## src/rtl/sidf_pkg.sv

```systemverilog
package sidf_pkg;
    localparam int SID_W    = 32;
    localparam int EVT_W    = 32;
    localparam int SPAN_POS = 29;

    typedef struct packed {
        logic             span;
        logic [SID_W-1:0] value;
    } flt_t;

    localparam flt_t FLT_DEFAULT = '{span: 1'b1, value: {SID_W{1'b1}}};

    // Lowest zero bit and everything beneath it.
    function automatic logic [SID_W-1:0] wild_mask(input logic [SID_W-1:0] v);
        return v ^ (v + 1'b1);
    endfunction

    function automatic logic sid_hit(input flt_t f, input logic [SID_W-1:0] sid);
        logic [SID_W-1:0] care;
        care = f.span ? ~wild_mask(f.value) : {SID_W{1'b1}};
        return ((sid ^ f.value) & care) == '0;
    endfunction
endpackage

```

## src/rtl/sidf_cfg_bank.sv

```systemverilog
module sidf_cfg_bank
    import sidf_pkg::*;
#(
    parameter int N_CTR = 4,
    parameter int IDX_W = 2
) (
    input  logic                    clk,
    input  logic                    rst,
    input  logic                    we,
    input  logic [IDX_W-1:0]        idx,
    input  logic [EVT_W-1:0]        evtype,
    input  logic [SID_W-1:0]        value,
    output flt_t [N_CTR-1:0]        flt
);
    flt_t [N_CTR-1:0] flt_q;

    for (genvar g = 0; g < N_CTR; g++) begin : g_slot
        always_ff @(posedge clk) begin
            if (rst) begin
                flt_q[g] <= FLT_DEFAULT;
            end else if (we && (32'(idx) == g)) begin
                flt_q[g].span  <= evtype[SPAN_POS];
                flt_q[g].value <= value;
            end
        end
    end

    assign flt = flt_q;
endmodule

```

## src/rtl/sidf_sel.sv

```systemverilog
module sidf_sel
    import sidf_pkg::*;
#(
    parameter int N_CTR = 4
) (
    input  logic             global_mode,
    input  flt_t [N_CTR-1:0] flt_own,
    output flt_t [N_CTR-1:0] flt_eff
);
    for (genvar g = 0; g < N_CTR; g++) begin : g_pick
        if (g == 0) begin : g_base
            assign flt_eff[g] = flt_own[0];
        end else begin : g_other
            assign flt_eff[g] = global_mode ? flt_own[0] : flt_own[g];
        end
    end
endmodule

```

## src/rtl/sidf_cmp.sv

```systemverilog
module sidf_cmp
    import sidf_pkg::*;
#(
    parameter int N_CTR = 4
) (
    input  logic             evt_valid,
    input  logic [SID_W-1:0] evt_sid,
    input  flt_t [N_CTR-1:0] flt_eff,
    output logic [N_CTR-1:0] hit
);
    for (genvar g = 0; g < N_CTR; g++) begin : g_cmp
        assign hit[g] = evt_valid && sid_hit(flt_eff[g], evt_sid);
    end
endmodule

```

## src/rtl/sidf_filter.sv

```systemverilog
module sidf_filter
    import sidf_pkg::*;
#(
    parameter int N_CTR = 4,
    localparam int IDX_W = (N_CTR > 1) ? $clog2(N_CTR) : 1
) (
    input  logic             clk,
    input  logic             rst,
    input  logic             global_mode,
    input  logic             cfg_we,
    input  logic [IDX_W-1:0] cfg_idx,
    input  logic [EVT_W-1:0] cfg_evtype,
    input  logic [SID_W-1:0] cfg_value,
    input  logic             evt_valid,
    input  logic [SID_W-1:0] evt_sid,
    output logic [N_CTR-1:0] match
);
    flt_t [N_CTR-1:0] flt_own;
    flt_t [N_CTR-1:0] flt_eff;

    sidf_cfg_bank #(.N_CTR(N_CTR), .IDX_W(IDX_W)) u_bank (
        .clk(clk), .rst(rst), .we(cfg_we), .idx(cfg_idx),
        .evtype(cfg_evtype), .value(cfg_value), .flt(flt_own)
    );

    sidf_sel #(.N_CTR(N_CTR)) u_sel (
        .global_mode(global_mode), .flt_own(flt_own), .flt_eff(flt_eff)
    );

    sidf_cmp #(.N_CTR(N_CTR)) u_cmp (
        .evt_valid(evt_valid), .evt_sid(evt_sid), .flt_eff(flt_eff), .hit(match)
    );
endmodule

```

## config.mk

```make
export PLATFORM = sky130hd
export DESIGN_NAME = sidf_filter
export DESIGN_NICKNAME = d
export VERILOG_FILES = /design/src/rtl/sidf_pkg.sv /design/src/rtl/sidf_cfg_bank.sv /design/src/rtl/sidf_sel.sv /design/src/rtl/sidf_cmp.sv /design/src/rtl/sidf_filter.sv
export SDC_FILE = /design/constraint.sdc
export NUM_CORES = 1
export LEC_CHECK = 0
export BUFFER_PORTS_ARGS = -buffer_cell sky130_fd_sc_hd__buf_4
export CORE_MARGIN = 8
export CORE_UTILIZATION = 48
export DETAILED_ROUTE_END_ITERATION = 7
export HOLD_SLACK_MARGIN = 0.02
export PLACE_DENSITY = 0.7
export SYNTH_ARGS = -nofsm -noshare
export SYNTH_HDL_FRONTEND = slang
export SYNTH_HIERARCHICAL = 1
export SYNTH_SLANG_ARGS = --single-unit
```

## constraint.sdc

```tcl
create_clock -name clk -period 4.2 [get_ports clk]
set_clock_uncertainty 0.15 [all_clocks]
set_input_delay 0.63 -clock clk [delete_from_list [all_inputs] [get_ports clk]]
set_output_delay 0.63 -clock clk [all_outputs]
set_load 0.01 [all_outputs]
```

==> results_dict.tcl, run 1 <==
set metrics [dict create \
    grt_pass1_vias 8997 \
    setup_tns_ns 0 \
    holdBufCountCts 0 \
    drtIter0Drc 835 \
    syn_nets 1158 \
    place.gp.congestion 1.02 \
    ir_drop_mv 0.241 \
    drt_pass1_iterations 7 \
    worstPathMaxFanout 7 \
    htree_num_levels 4 \
    rows 51 \
    start_util_pct 48.5 \
    drive_gt1_share_pct 32.2 \
    grt_pass1_wl_mm 50.8 \
    critPathMaxStageDelay_ns 0.59 \
    die_area_um2 24200 \
    worstPathArrival_ns 3.41 \
    io_buffers 75 \
    grt_overflow 0 \
    viasPerCell 6.29 \
    worst_pin_slew_ns 1.10 \
    clk_latency_ns 0.43 \
    crit_buf_inv 3 \
    min_period_over_period_pct 99.6 \
    crit_path_frequent_cell "or4_4" \
    yosysWarnings 6 \
    cp.required_ns 3.42 \
    ys_seq_elements 132 \
    p_comb_share_pct 31.6 \
    synth_cell_types 60 \
    root_buffer "clkbuf_16" \
    ys_async_sr_fraction_pct 0 \
    swShare_pct 32.4 \
    power.density_nw_per_um2 366 \
    p_clk_share_pct 36.0 \
    final_cell_mix "195 x buf_4, 132 x a221o_1, 128 x dfxtp_1" \
    antenna_found_initial 0 \
    track_usage_pct 26.9 \
    status "finished, final reports clean" \
    boundaryPins 107 \
    yosys-top-cells-area "dfxtp_1 28%, a221o_1 14%, mux2_2 11%" \
    drv_cap 0 \
    wirelength_mm 32.9 \
    die-width_um 156 \
    synth.avg_cell_area_um2 8.89 \
    synth_top_area_share_pct 28.3 \
    rsz0062_at_grt "yes" \
    die_y_um 156 \
    synth_seq_area_share_pct 28.3 \
    cts.clk_slew.worst_paths_ns 0.06 \
    core_um2 19300 \
    cts_tree "yes" \
    intPower_mw 2.87 \
    cp-end-kind "output port" \
    routedWlPerCell_um 22.7 \
    slew_headroom_pct 26.4 \
    fillers 1701 \
    numCtsBuffers 17 \
    maxSlewViolCount 0 \
    hold_viol 0 \
    start_kind "primary input" \
    synth_area_um2 9350 \
    drc 0 \
    dp_hpwl_mm 24.2 \
    clock-sinks 132 \
    syn_inst 1051 \
    hp-class "reg -> reg" \
    cp_top_family "simple AND/OR/NAND/NOR gates" \
    areaGrowthSynthToFinish_pct 24.2 \
    seqPwrFrac_pct 32.4 \
    worstPathCellList "buf_12 > clkbuf_16 > mux2_4 > nand2_2 > or4_4 > a2111oi_4 > nor3_2 > or4_1 > or4_4 > nor4_4 > buf_4" \
    layout_commonest_cell "buf_4" \
    routed-via-count 9092 \
    finalSetupViolations 0 \
    largest_reg_flops 132 \
    netSwitchingPower_mw 1.38 \
    synth_area_leader_cell "dfxtp_1" \
    cts_buffer_depth 2 \
    grt_max_degree 109 \
    period_needed_ns 4.19 \
    p_total_mw 4.24 \
    synth-edff-count 0 \
    diodes 0 \
    nets 1275 \
    critPathKind "in -> out" \
    antenna_left 0 \
    synth_flop_cell "dfxtp_1" \
    max_freq_ghz 0.239 \
    p_leak_nw 4.70 \
    crit_slowest_cell "or4_4" \
]
## layout make-up
| cell class | instances | area [um^2] | share of cell area, % |
|---|---|---|---|
| Inverter | 23 | 86.3 | 0.744 |
| Tap cell | 265 | 332 | 2.86 |
| Clock inverter | 10 | 124 | 1.07 |
| Sequential cell | 132 | 2650 | 22.8 |
| Multi-Input combinational cell | 785 | 6240 | 53.8 |
| Timing Repair Buffer | 209 | 1690 | 14.6 |
| Clock buffer | 22 | 484 | 4.17 |
## kinds of logic (layout without fill, tap and decap cells)
| kind of cell | Yosys count | in the layout | synth area share (%) |
|---|---|---|---|
| xor gates and xnor gates | 106 | 106 | 9.93 |
| and+or+nand+nor | 304 | 304 | 17.6 |
| muxes | 99 | 99 | 12.3 |
| adders and majority gates | 4 | 4 | 0.535 |
| DFF | 132 | 132 | 28.3 |
| buffers and inverters | 134 | 264 | 7.40 |
| AOI/OAI and AO/OA | 272 | 272 | 23.9 |
## power groups by stage
stage	combinational (mW)	clock, mW	sequential [mW]
after CTS	1.26	1.54	1.37
after detailed placement	1.23	0	1.40
final	1.34	1.53	1.37
after floorplan	0.758	0	1.38
after global routing	1.42	1.61	1.38
after global placement	1.22	0	1.40
## final timing paths
path	end	slack (ns)	cells after the start	from
worst max-delay path	match[3]	0.01	11	global_mode
worst min-delay path	u_bank/flt[106]	0.34	1	u_bank/flt[106]
worst max register to register	u_bank/flt[4]	3.14	2	u_bank/flt[4]
worst min register to register	u_bank/flt[106]	0.34	1	u_bank/flt[106]
## cells in the mapped netlist, drive strengths merged, types with 17 or more instances
cell type and n:
o21ai 43, nor2 37, nor2b 36, inv 23
nand3 35, nand4 28, buf 62, xor2 42
and2 38, a21oi 29, nor3 17, xnor2 64
mux2 99, clkbuf 49, a221o 132, nand2 62
dfxtp 132
## stage by stage
step           setup WS [ns]  instance area, um^2  hold WS, ns  utilization (%)  cells
3_3_place_gp          -0.405                10600        0.318             55.2   1408
4_1_cts              -0.0477                11400        0.339             59.0   1441
2_1_floorplan        0.00783                 9350        0.302                -   1051
6_report              0.0149                11600        0.338             60.2   1446
5_1_grt              -0.0649                11600        0.349             60.2   1446
3_5_place_dp          -0.377                10600        0.315             55.2   1408
## what timing repair did
item,CTS,global route
resized for setup,22,48
gates cloned,1,1
pin swaps,6,15
setup endpoints to repair,4,4
setup buffers,0,4
## metal layers
layer	part of all wire (%)	up-vias	wire length (um)	global-route usage, %
met4	3.0	0	998	10.6
met5	0	-	0	0
met2	45	431	14800	42.6
met1	44	4385	14500	35.9
li1	-	4213	-	-
met3	8.0	63	2620	4.18
## worst reg2reg max path, cell delays in order, from the launching register on
cell	delay (ns)
dfxtp_1	0.32
buf_4	0.16
a221o_1	0.31
No activity file was read; power rests on OpenSTA's default activity.
==> inputs of run 2 (changes only) <==
--- a/config.mk
+++ b/config.mk
@@ -6,7 +6,7 @@
 export NUM_CORES = 1
 export LEC_CHECK = 0
 export BUFFER_PORTS_ARGS = -buffer_cell sky130_fd_sc_hd__buf_4
-export CORE_MARGIN = 8
+export CORE_MARGIN = 4
 export CORE_UTILIZATION = 48
 export DETAILED_ROUTE_END_ITERATION = 7
 export HOLD_SLACK_MARGIN = 0.02
==> results_dict.tcl, run 2 (synthesized netlist as in run 1, its figures left out) <==
set metrics [dict create \
    finalSetupViolations 0 \
    place_area_um2 10900 \
    nets 1302 \
    boundaryPins 107 \
    cts.clk_slew.worst_paths_ns 0.06 \
    grt_pass1_vias 8902 \
    r2r_end "u_bank/flt[32]" \
    status "finished, final reports clean" \
    cp.required_ns 3.42 \
    areaGrowthSynthToFinish_pct 25.9 \
    final_area_um2 11800 \
    start_util_pct 49.3 \
    dp_cells 1432 \
    cp-end-kind "output port" \
    hold_start "u_bank/flt[92]" \
    max_freq_ghz 0.238 \
    cts_tree "yes" \
    grt_pass1_wl_mm 50.2 \
    rsz0062_at_grt "yes" \
    worstPathArrival_ns 3.41 \
    track_usage_pct 29.2 \
    diodes 0 \
    drv_cap 0 \
    p_total_mw 4.30 \
    final_cell_mix "229 x buf_4, 132 x a221o_1, 126 x dfxtp_1" \
    wirelength_mm 33.1 \
    layout_commonest_cell "buf_4" \
    min_to "u_bank/flt[92]" \
    ir_drop_mv 0.265 \
    worst_pin_slew_ns 0.912 \
    clk_latency_ns 0.43 \
    grt_max_degree 93 \
    drt_pass1_iterations 7 \
    preCtsSetupSlack_ns -0.350 \
    min_path_cells 1 \
    power.density_nw_per_um2 366 \
    hold_viol 0 \
    slew_headroom_pct 39.2 \
    htree_num_levels 4 \
    hp-class "reg -> reg" \
    cts_buffer_depth 2 \
    rr_startpoint "u_bank/flt[32]" \
    worstPathMaxFanout 22 \
    largest_reg_flops 132 \
    hold_slack_ns 0.332 \
    drive_gt1_share_pct 33.9 \
    dp_hpwl_mm 24.0 \
    setup_tns_ns 0 \
    root_buffer "clkbuf_16" \
    routedWlPerCell_um 22.6 \
    final_core_utilization_pct 62.1 \
    maxSlewViolCount 0 \
    p_leak_nw 4.81 \
    die-width_um 148 \
    grt_overflow 0 \
    critPathKind "in -> out" \
    antenna_left 0 \
    reg2reg_slack_ns 3.14 \
    r2r_cells 2 \
    start_kind "primary input" \
    io_buffers 75 \
    min_period_over_period_pct 99.9 \
    viasPerCell 6.35 \
    fin_cells 1468 \
    holdBufCountCts 0 \
    period_needed_ns 4.19 \
    fillers 1650 \
    die_area_um2 21800 \
    rows 50 \
    place.gp.congestion 0.985 \
    clock-sinks 132 \
    antenna_found_initial 0 \
    drc 0 \
    worst_slack_ns 0.00626 \
    routed-via-count 9319 \
    numCtsBuffers 17 \
    core_um2 19000 \
    drtIter0Drc 888 \
    startpoint "global_mode" \
    die_y_um 148 \
]
run 2: changes by cell type in the layout (fill, tap and decap cells not counted), moves of 3 or more:
cell        change
and3_1          +3
buf_4          +34
buf_6           -6
mux2_2          +4
nor4_2          +5
clkinv_2        +3
and3_4          -3
nor4_1          -4
clkinvlp_4      -3
mux2_4          -4
run 2: routing by layer:
layer / part of all wire, % / GRT usage (%) / up-vias
met5: 0 / 0 / -
met4: 3.2 / 11.0 / 0
met3: 8.6 / 5.30 / 71
met2: 44 / 45.7 / 477
met1: 44 / 40.2 / 4510
li1: - / - / 4261
run 2: how the worst max path moves through the flow:
stage               cells after the start  endpoint
floorplan                              10  match[3]
global placement                       11  match[3]
detailed placement                     11  match[3]
CTS                                    11  match[3]
global route                           13  match[3]
finish                                 13  match[3]
run 2: area by class of cell:
cell class	instances	area (um^2)	area share, %
flip-flops and latches	132	2660	22.6
well taps	260	325	2.76
repair buffers	236	1880	15.9
clock inverters	12	155	1.32
multi-input cells	785	6220	52.8
clock buffers	20	457	3.88
inverters	23	86.3	0.733
run 2: what timing repair did:
item                       in CTS  in global routing
gates resized for setup        13                 47
setup endpoints to repair       4                  4
buffers inserted                0                  2
cloned                          0                  2
pin swaps                       3                  7
run 2: power by group:
part,switching [mW],total [mW],internal [mW]
Combinational,0.746,1.38,0.639
Sequential,0.0532,1.37,1.32
Clock,0.582,1.55,0.965
run 2: worst max-delay path: stages:
cell     delay, ns
buf_16        0.14
buf_12        0.15
buf_12        0.14
buf_16        0.16
mux2_4        0.22
nand2_1       0.07
nor4_2        0.20
buf_4         0.19
a21oi_1       0.09
or4_1         0.52
or4_4         0.47
nor4_4        0.21
buf_4         0.18
